## src/rtl/tmr_pkg.sv

```systemverilog
// Shared definitions for the multi-mode timer/counter.
// Assumes a single clock domain; addresses are fixed by software convention.
package tmr_pkg;
    localparam int BYTE_W = 8;
    localparam int ADDR_W = 3;

    typedef enum logic [1:0] {
        MODE_SPLIT  = 2'd0,   // two prescaled 8-bit timers
        MODE_MIXED  = 2'd1,   // low timer, high event counter
        MODE_WIDE_T = 2'd2,   // 16-bit prescaled timer
        MODE_WIDE_C = 2'd3    // 16-bit event counter
    } tmr_mode_e;

    localparam logic [ADDR_W-1:0] A_CTRL   = 3'd0;
    localparam logic [ADDR_W-1:0] A_RELOAD = 3'd1;
    localparam logic [ADDR_W-1:0] A_MLO    = 3'd2;
    localparam logic [ADDR_W-1:0] A_MHI    = 3'd3;
    localparam logic [ADDR_W-1:0] A_FCLR   = 3'd4;
    localparam logic [ADDR_W-1:0] A_RUN    = 3'd5;
endpackage

```

## src/rtl/tmr_prescaler.sv

```systemverilog
// Two-stage prescaler: a fixed power-of-two divider feeding a programmable
// divide-by-(reload+1) stage. Emits a one-cycle tick. Assumes en_i already
// includes the run control.
module tmr_prescaler #(
    parameter int FIX_W = 2,
    parameter int PRE_W = 8
) (
    input  logic             clk,
    input  logic             rst_n,
    input  logic             en_i,
    input  logic             clr_i,
    input  logic [PRE_W-1:0] reload_i,
    output logic             tick_o
);
    logic [FIX_W-1:0] fix_q;
    logic [PRE_W-1:0] pre_q;
    logic             fix_wrap;

    assign fix_wrap = &fix_q;
    assign tick_o   = en_i && fix_wrap && (pre_q == reload_i);

    // Advance the fixed and programmable stages on enabled cycles.
    always_ff @(posedge clk) begin
        if (!rst_n || clr_i) begin
            fix_q <= '0;
            pre_q <= '0;
        end else if (en_i) begin
            fix_q <= fix_q + 1'b1;
            if (fix_wrap)
                pre_q <= (pre_q == reload_i) ? '0 : pre_q + 1'b1;
        end
    end


    tick_spacing_chk: assert property (@(posedge clk) disable iff (!rst_n)
        tick_o |=> !tick_o);

    hold_chk: assert property (@(posedge clk) disable iff (!rst_n)
        (!en_i && !clr_i) |=> ($stable(fix_q) && $stable(pre_q)));
endmodule

```

## src/rtl/tmr_edge_sync.sv

```systemverilog
// Synchronises an asynchronous input through a flop chain and flags each
// rising edge with a one-cycle pulse. Assumes input pulses last >= 2 clocks.
module tmr_edge_sync #(
    parameter int STAGES = 2
) (
    input  logic clk,
    input  logic rst_n,
    input  logic async_i,
    output logic rise_o
);
    logic [STAGES-1:0] sync_q;
    logic              prev_q;

    // Shift the input through the synchroniser chain.
    always_ff @(posedge clk) begin
        if (!rst_n) sync_q <= '0;
        else        sync_q <= {sync_q[STAGES-2:0], async_i};
    end

    // Remember the last synchronised level for edge detection.
    always_ff @(posedge clk) begin
        if (!rst_n) prev_q <= 1'b0;
        else        prev_q <= sync_q[STAGES-1];
    end

    assign rise_o = sync_q[STAGES-1] && !prev_q;


    rise_single_chk: assert property (@(posedge clk) disable iff (!rst_n)
        rise_o |=> !rise_o);
endmodule

```

## src/rtl/tmr_count_core.sv

```systemverilog
// The two count halves. In split use each half matches on its own; in wide
// use they form one count with the high half as upper byte. Assumes the
// increment selection per mode is done by the caller.
module tmr_count_core #(
    parameter int W = 8
) (
    input  logic         clk,
    input  logic         rst_n,
    input  logic         clr_i,
    input  logic         wide_i,
    input  logic         inc_lo_i,
    input  logic         inc_hi_i,
    input  logic [W-1:0] match_lo_i,
    input  logic [W-1:0] match_hi_i,
    output logic         hit_lo_o,
    output logic         hit_hi_o
);
    localparam int WW = 2 * W;

    logic [W-1:0]  lo_q, hi_q, lo_n, hi_n;
    logic [WW-1:0] wide_cnt, wide_nxt;
    logic          lo_hit, hi_hit, w_hit;

    assign wide_cnt = {hi_q, lo_q};

    // Compute the next counts and match pulses for the active arrangement.
    always_comb begin
        lo_hit   = inc_lo_i && (lo_q == match_lo_i);
        hi_hit   = inc_hi_i && (hi_q == match_hi_i);
        w_hit    = inc_lo_i && (wide_cnt == {match_hi_i, match_lo_i});
        wide_nxt = w_hit ? '0 : (inc_lo_i ? wide_cnt + 1'b1 : wide_cnt);
        if (wide_i) begin
            {hi_n, lo_n} = wide_nxt;
            hit_lo_o     = 1'b0;
            hit_hi_o     = w_hit;
        end else begin
            lo_n     = lo_hit ? '0 : (inc_lo_i ? lo_q + 1'b1 : lo_q);
            hi_n     = hi_hit ? '0 : (inc_hi_i ? hi_q + 1'b1 : hi_q);
            hit_lo_o = lo_hit;
            hit_hi_o = hi_hit;
        end
    end

    // Register the count halves; a clear overrides counting.
    always_ff @(posedge clk) begin
        if (!rst_n || clr_i) begin
            lo_q <= '0;
            hi_q <= '0;
        end else begin
            lo_q <= lo_n;
            hi_q <= hi_n;
        end
    end


    clear_zero_chk: assert property (@(posedge clk) disable iff (!rst_n)
        clr_i |=> (lo_q == '0 && hi_q == '0));

    idle_hold_chk: assert property (@(posedge clk) disable iff (!rst_n)
        (!inc_lo_i && !inc_hi_i && !clr_i) |=> ($stable(lo_q) && $stable(hi_q)));

    hit_resets_chk: assert property (@(posedge clk) disable iff (!rst_n)
        (hit_lo_o && !clr_i && !wide_i) |=> (lo_q == '0));
endmodule

```

## src/rtl/dual_byte_timer.sv

```systemverilog
// Multi-mode 16-bit timer/counter top. Holds the configuration registers,
// routes prescaler ticks and synchronised events to the halves per mode and
// keeps the write-one-to-clear interrupt flags. Assumes wr_* are synchronous.
module dual_byte_timer
    import tmr_pkg::*;
#(
    parameter int FIX_W  = 2,
    parameter int SYNC_N = 2
) (
    input  logic              clk,
    input  logic              rst_n,
    input  logic              cyc_en,
    input  logic              ext_evt,
    input  logic              wr_en,
    input  logic [ADDR_W-1:0] wr_addr,
    input  logic [BYTE_W-1:0] wr_data,
    output logic              irq_lo,
    output logic              irq_hi
);
    tmr_mode_e         mode_q;
    logic [BYTE_W-1:0] reload_q, mlo_q, mhi_q;
    logic              run_q, flag_lo_q, flag_hi_q;
    logic              ctrl_wr, clr_all, tick, evt, evt_run;
    logic              inc_lo, inc_hi, hit_lo, hit_hi, wide;

    assign ctrl_wr = wr_en && (wr_addr == A_CTRL);
    assign clr_all = ctrl_wr;

    // Configuration registers; a control write also stops the block.
    always_ff @(posedge clk) begin
        if (!rst_n) begin
            mode_q   <= MODE_SPLIT;
            reload_q <= '0;
            mlo_q    <= '0;
            mhi_q    <= '0;
            run_q    <= 1'b0;
        end else if (wr_en) begin
            case (wr_addr)
                A_CTRL: begin
                    mode_q <= tmr_mode_e'(wr_data[1:0]);
                    run_q  <= 1'b0;
                end
                A_RELOAD: reload_q <= wr_data;
                A_MLO:    mlo_q    <= wr_data;
                A_MHI:    mhi_q    <= wr_data;
                A_RUN:    run_q    <= wr_data[0];
                default:  ;
            endcase
        end
    end

    tmr_prescaler #(.FIX_W(FIX_W), .PRE_W(BYTE_W)) u_pre (
        .clk(clk), .rst_n(rst_n), .en_i(cyc_en && run_q), .clr_i(clr_all),
        .reload_i(reload_q), .tick_o(tick)
    );

    tmr_edge_sync #(.STAGES(SYNC_N)) u_sync (
        .clk(clk), .rst_n(rst_n), .async_i(ext_evt), .rise_o(evt)
    );

    assign evt_run = evt && run_q;
    assign wide    = mode_q[1];

    // Route tick and event sources to the halves for the selected mode.
    always_comb begin
        case (mode_q)
            MODE_SPLIT:  begin inc_lo = tick;    inc_hi = tick;    end
            MODE_MIXED:  begin inc_lo = tick;    inc_hi = evt_run; end
            MODE_WIDE_T: begin inc_lo = tick;    inc_hi = 1'b0;    end
            default:     begin inc_lo = evt_run; inc_hi = 1'b0;    end
        endcase
    end

    tmr_count_core #(.W(BYTE_W)) u_core (
        .clk(clk), .rst_n(rst_n), .clr_i(clr_all), .wide_i(wide),
        .inc_lo_i(inc_lo), .inc_hi_i(inc_hi),
        .match_lo_i(mlo_q), .match_hi_i(mhi_q),
        .hit_lo_o(hit_lo), .hit_hi_o(hit_hi)
    );

    // Interrupt flags: set by a match, cleared by writing one; set wins.
    always_ff @(posedge clk) begin
        if (!rst_n) begin
            flag_lo_q <= 1'b0;
            flag_hi_q <= 1'b0;
        end else begin
            if (hit_lo)
                flag_lo_q <= 1'b1;
            else if (wr_en && wr_addr == A_FCLR && wr_data[0])
                flag_lo_q <= 1'b0;
            if (hit_hi)
                flag_hi_q <= 1'b1;
            else if (wr_en && wr_addr == A_FCLR && wr_data[1])
                flag_hi_q <= 1'b0;
        end
    end

    assign irq_lo = flag_lo_q;
    assign irq_hi = flag_hi_q;


    lo_rise_cause_chk: assert property (@(posedge clk) disable iff (!rst_n)
        $rose(irq_lo) |-> $past(hit_lo));

    wide_lo_quiet_chk: assert property (@(posedge clk) disable iff (!rst_n)
        (wide && !irq_lo) |=> !irq_lo);

    hi_clear_chk: assert property (@(posedge clk) disable iff (!rst_n)
        (wr_en && wr_addr == A_FCLR && wr_data[1] && !hit_hi) |=> !irq_hi);

    stopped_no_hit_chk: assert property (@(posedge clk) disable iff (!rst_n)
        !run_q |-> (!hit_lo && !hit_hi));
endmodule

```

## config.mk

```make
export PLATFORM = sky130hd
export DESIGN_NAME = dual_byte_timer
export DESIGN_NICKNAME = d
export VERILOG_FILES = /design/src/rtl/tmr_pkg.sv /design/src/rtl/tmr_prescaler.sv /design/src/rtl/tmr_edge_sync.sv /design/src/rtl/tmr_count_core.sv /design/src/rtl/dual_byte_timer.sv
export SDC_FILE = /design/constraint.sdc
export NUM_CORES = 1
export LEC_CHECK = 0
export ABC_AREA = 1
export BUFFER_PORTS_ARGS = -buffer_cell sky130_fd_sc_hd__buf_2
export CORE_MARGIN = 2
export CORE_UTILIZATION = 50
export CTS_CLUSTER_SIZE = 12
export DETAILED_ROUTE_END_ITERATION = 10
export PLACE_DENSITY = 0.7
export RECOVER_POWER = 50
export SKIP_CTS_REPAIR_TIMING = 1
export SLEW_MARGIN = 10
export SYNTH_ARGS = -nofsm -noshare
export SYNTH_HDL_FRONTEND = slang
export SYNTH_HIERARCHICAL = 1
export SYNTH_SLANG_ARGS = --single-unit
export TNS_END_PERCENT = 50
```

## constraint.sdc

```tcl
create_clock -name clk -period 2.25 [get_ports clk]
set_clock_uncertainty 0.05 [all_clocks]
set_input_delay 0.225 -clock clk [delete_from_list [all_inputs] [get_ports clk]]
set_output_delay 0.225 -clock clk [all_outputs]
set_load 0.05 [all_outputs]
```

==> results by group <==
Timing
  • Unrepaired setup endpoints after global routing: yes
  • Max-slew violations: 0
  • Final setup violation count: 6
  • Final Critical Period: 2.282 ns
  • Worst Max-Slew Pin Slew: 0.9565 ns
  • Endpoints failing hold: 0
  • Period utilization: 1.014
  • Hold WS: 0.009869 ns
  • FMAX: 0.4383 GHz
  • Setup TNS Final: -0.06760 ns
  • Slew HR: 0.3623
  • Setup WS post-layout: -0.03177 ns

Global routing
  • First-pass GRT wire length: 13390 um
  • Vias in the first global route: 3028
  • Initial antenna violation count: 0
  • Largest net degree at the start of global routing: 26
  • Tot GR Track Use: 0.2308
  • Grt total ovfl: 0

Worst setup path
  • RR Endpoint: u_core/hi_q[3]
  • Reg2reg path depth: 15
  • Worst R2R Start: u_pre/pre_q[2]
  • R2R Setup Slk: -0.03 ns
  • WS Path Type: reg2reg
  • Arr. time, crit path: 2.48 ns
  • CP startpoint kind: flip-flop
  • Critical Path RT: 2.45 ns
  • Critical Path Sink Type: flip-flop
  • CP max FO: 3

Min path
  • Hold crit path type: in2reg
  • Hold worst-path end: u_sync/sync_q[0]
  • Hold_sp: ext_evt
  • Hold Path Depth: 3

Synth
  • Cell count after synthesis: 505
  • Yosys reg bits: 58
  • Synth Net Count: 525
  • Syn Area/Cell: 6.650 sq um
  • Synth unique cells: 30
  • Sequential area share after synthesis: 0.3458
  • Synth Cell Area: 3358 sq um
  • Ys Warns: 6

Finish
  • Multi-input gate area: 1998 sq um
  • Nets: 566
  • Register area: 1172 sq um
  • Layout Cells excl Fill: 628
  • Commonest non-fill, non-tap cells in the layout: 110 x nand2_1, 81 x nor2_1, 62 x inv_1, 51 x dfxtp_1, 22 x nand4_1
  • Area growth syn-to-layout: 20.75%
  • Core Util, Final: 0.6314
  • # diodes: 0
  • Fill cell count: 575
  • Fin area: 4055 sq um
  • Share of layout cells above drive strength 1: 0.2196
  • Commonest non-fill, non-tap cell in the layout: nand2_1

Flow run
  • Max Cap Viol: 0

CTS
  • Clk Latency, worst-skew pair: 0.35 ns
  • Root buf cell: clkbuf_8
  • Total CTS buffers: 9
  • CTS tree: built
  • H-tree levels: 3
  • Clock Pin Slew Worst Setup and Hold Paths: 0.08 ns
  • Clock buffer depth: 2
  • CTS sink cnt: 58

Floorplanning
  • Initial Util: 0.5229
  • Num rows: 29
  • Core region area: 6422 sq um
  • Die area: 7388 sq um
  • IO Pins: 18
  • Die width: 85.96 um
  • Chip height: 85.96 um

Drt
  • Wirelength, routed: 8258 um
  • Drt wl/cell: 13.15 um
  • Vias: 3298
  • Antenna Nets Post-Route: 0
  • DRT Pass-1 Iters: 6
  • Initial DRC Count: 209
  • Residual DRC: 0
  • DR vias/cell: 5.252

Place
  • DP Area: 3592 sq um
  • PortBufs: 17
  • Placed Cells incl. Taps: 605
  • Final HPWL DP: 5948 um
  • Gpl congestion: 0.9040
  • Place WS: -0.07584 ns

Status
  • Outcome: finished with violations
  • Violated checks: setup timing

Power and ir drop
  • VDD IR-drop max: 0.4204 mV
  • Leak: 1.779 nW
  • Pwr Total: 2.487 mW
  • PD cells: 613.2 nW/um^2
sequential cells by signal, indices dropped and copies added (netlist names):
name,cells
u_core/hi_q,8
u_sync/prev_q,1
mlo_q,8
u_core/lo_q,8
irq_lo,1
mhi_q,8
run_q,1
irq_hi,1
u_pre/fix_q,2
reload_q,8
u_pre/pre_q,8
mode_q,2
u_sync/sync_q,2
final cells by class:
cell class                 count  area share
inverter                      75     0.06942
sequential                    58      0.2891
clock buffer                  10     0.03147
multi-input combinational    363      0.4927
clock inverter                 6     0.02839
tap                           77     0.02376
timing repair buffer          39     0.06510
synth_stat cells (all sizes together):
| master | number | share of area |
|---|---|---|
| nand3 | 27 | 0.050 |
| nor3b | 1 | 0.0022 |
| o22ai | 1 | 0.0019 |
| clkbuf | 2 | 0.0022 |
| nor3 | 6 | 0.0089 |
| a211oi | 1 | 0.0022 |
| buf | 7 | 0.016 |
| nand2 | 121 | 0.15 |
| o21ai | 24 | 0.036 |
| dfxtp | 58 | 0.35 |
| xor2 | 14 | 0.037 |
| nand4 | 22 | 0.041 |
| inv | 75 | 0.084 |
| xnor2 | 17 | 0.044 |
| ha | 4 | 0.015 |
| nor4 | 1 | 0.0037 |
| a21oi | 25 | 0.038 |
| nor2 | 98 | 0.12 |
| a31oi | 1 | 0.0019 |
logic make-up after synthesis:
kind of cell,count (synthesis),share of synthesized area
adders and majority gates,4,0.01490
DFF,58,0.3458
buffers and inverters,84,0.1017
AOI/OAI and AO/OA,52,0.08011
and+or+nand+nor,276,0.3767
xor gates and xnor gates,31,0.08085
metal layers:
layer  global-route usage  up-vias  share of wire
met3              0.07026       23          0.052
met4              0.07504        0          0.021
li1                     -     1680              -
met1               0.2801     1502           0.43
met5                    0        -              0
met2               0.3890       93           0.50
worst max path at each step:
stage	start	endpoint	slack (ns)	cells past startpoint
floorplan	u_pre/pre_q[0]	irq_hi	0.14	18
global placement	u_pre/pre_q[0]	irq_hi	0.06	17
detailed placement	u_pre/pre_q[7]	irq_hi	-0.08	17
CTS	u_pre/pre_q[7]	irq_hi	-0.1	17
global route	u_pre/pre_q[2]	irq_hi	-0.14	17
finish	u_pre/pre_q[2]	u_core/hi_q[3]	-0.03	15
critical path, stage by stage, from the launching register on:
cell	delay [ns]
dfxtp_1	0.34
xnor2_1	0.20
nand2_1	0.10
nor2_2	0.11
nand2_1	0.09
nor2_2	0.17
a21oi_2	0.06
a31oi_4	0.20
inv_2	0.08
buf_6	0.12
a21oi_2	0.09
nand3_1	0.08
nor2_2	0.16
nand4_1	0.16
nand2_1	0.11
nor2_1	0.04
where the power goes:
group          total, mW  switching (mW)  internal, mW
combinational      0.236           0.153        0.0833
sequential          1.07          0.0225          1.05
clock               1.18           0.441         0.739
total               2.49           0.617          1.87
Power figures use the tool's default switching activity.
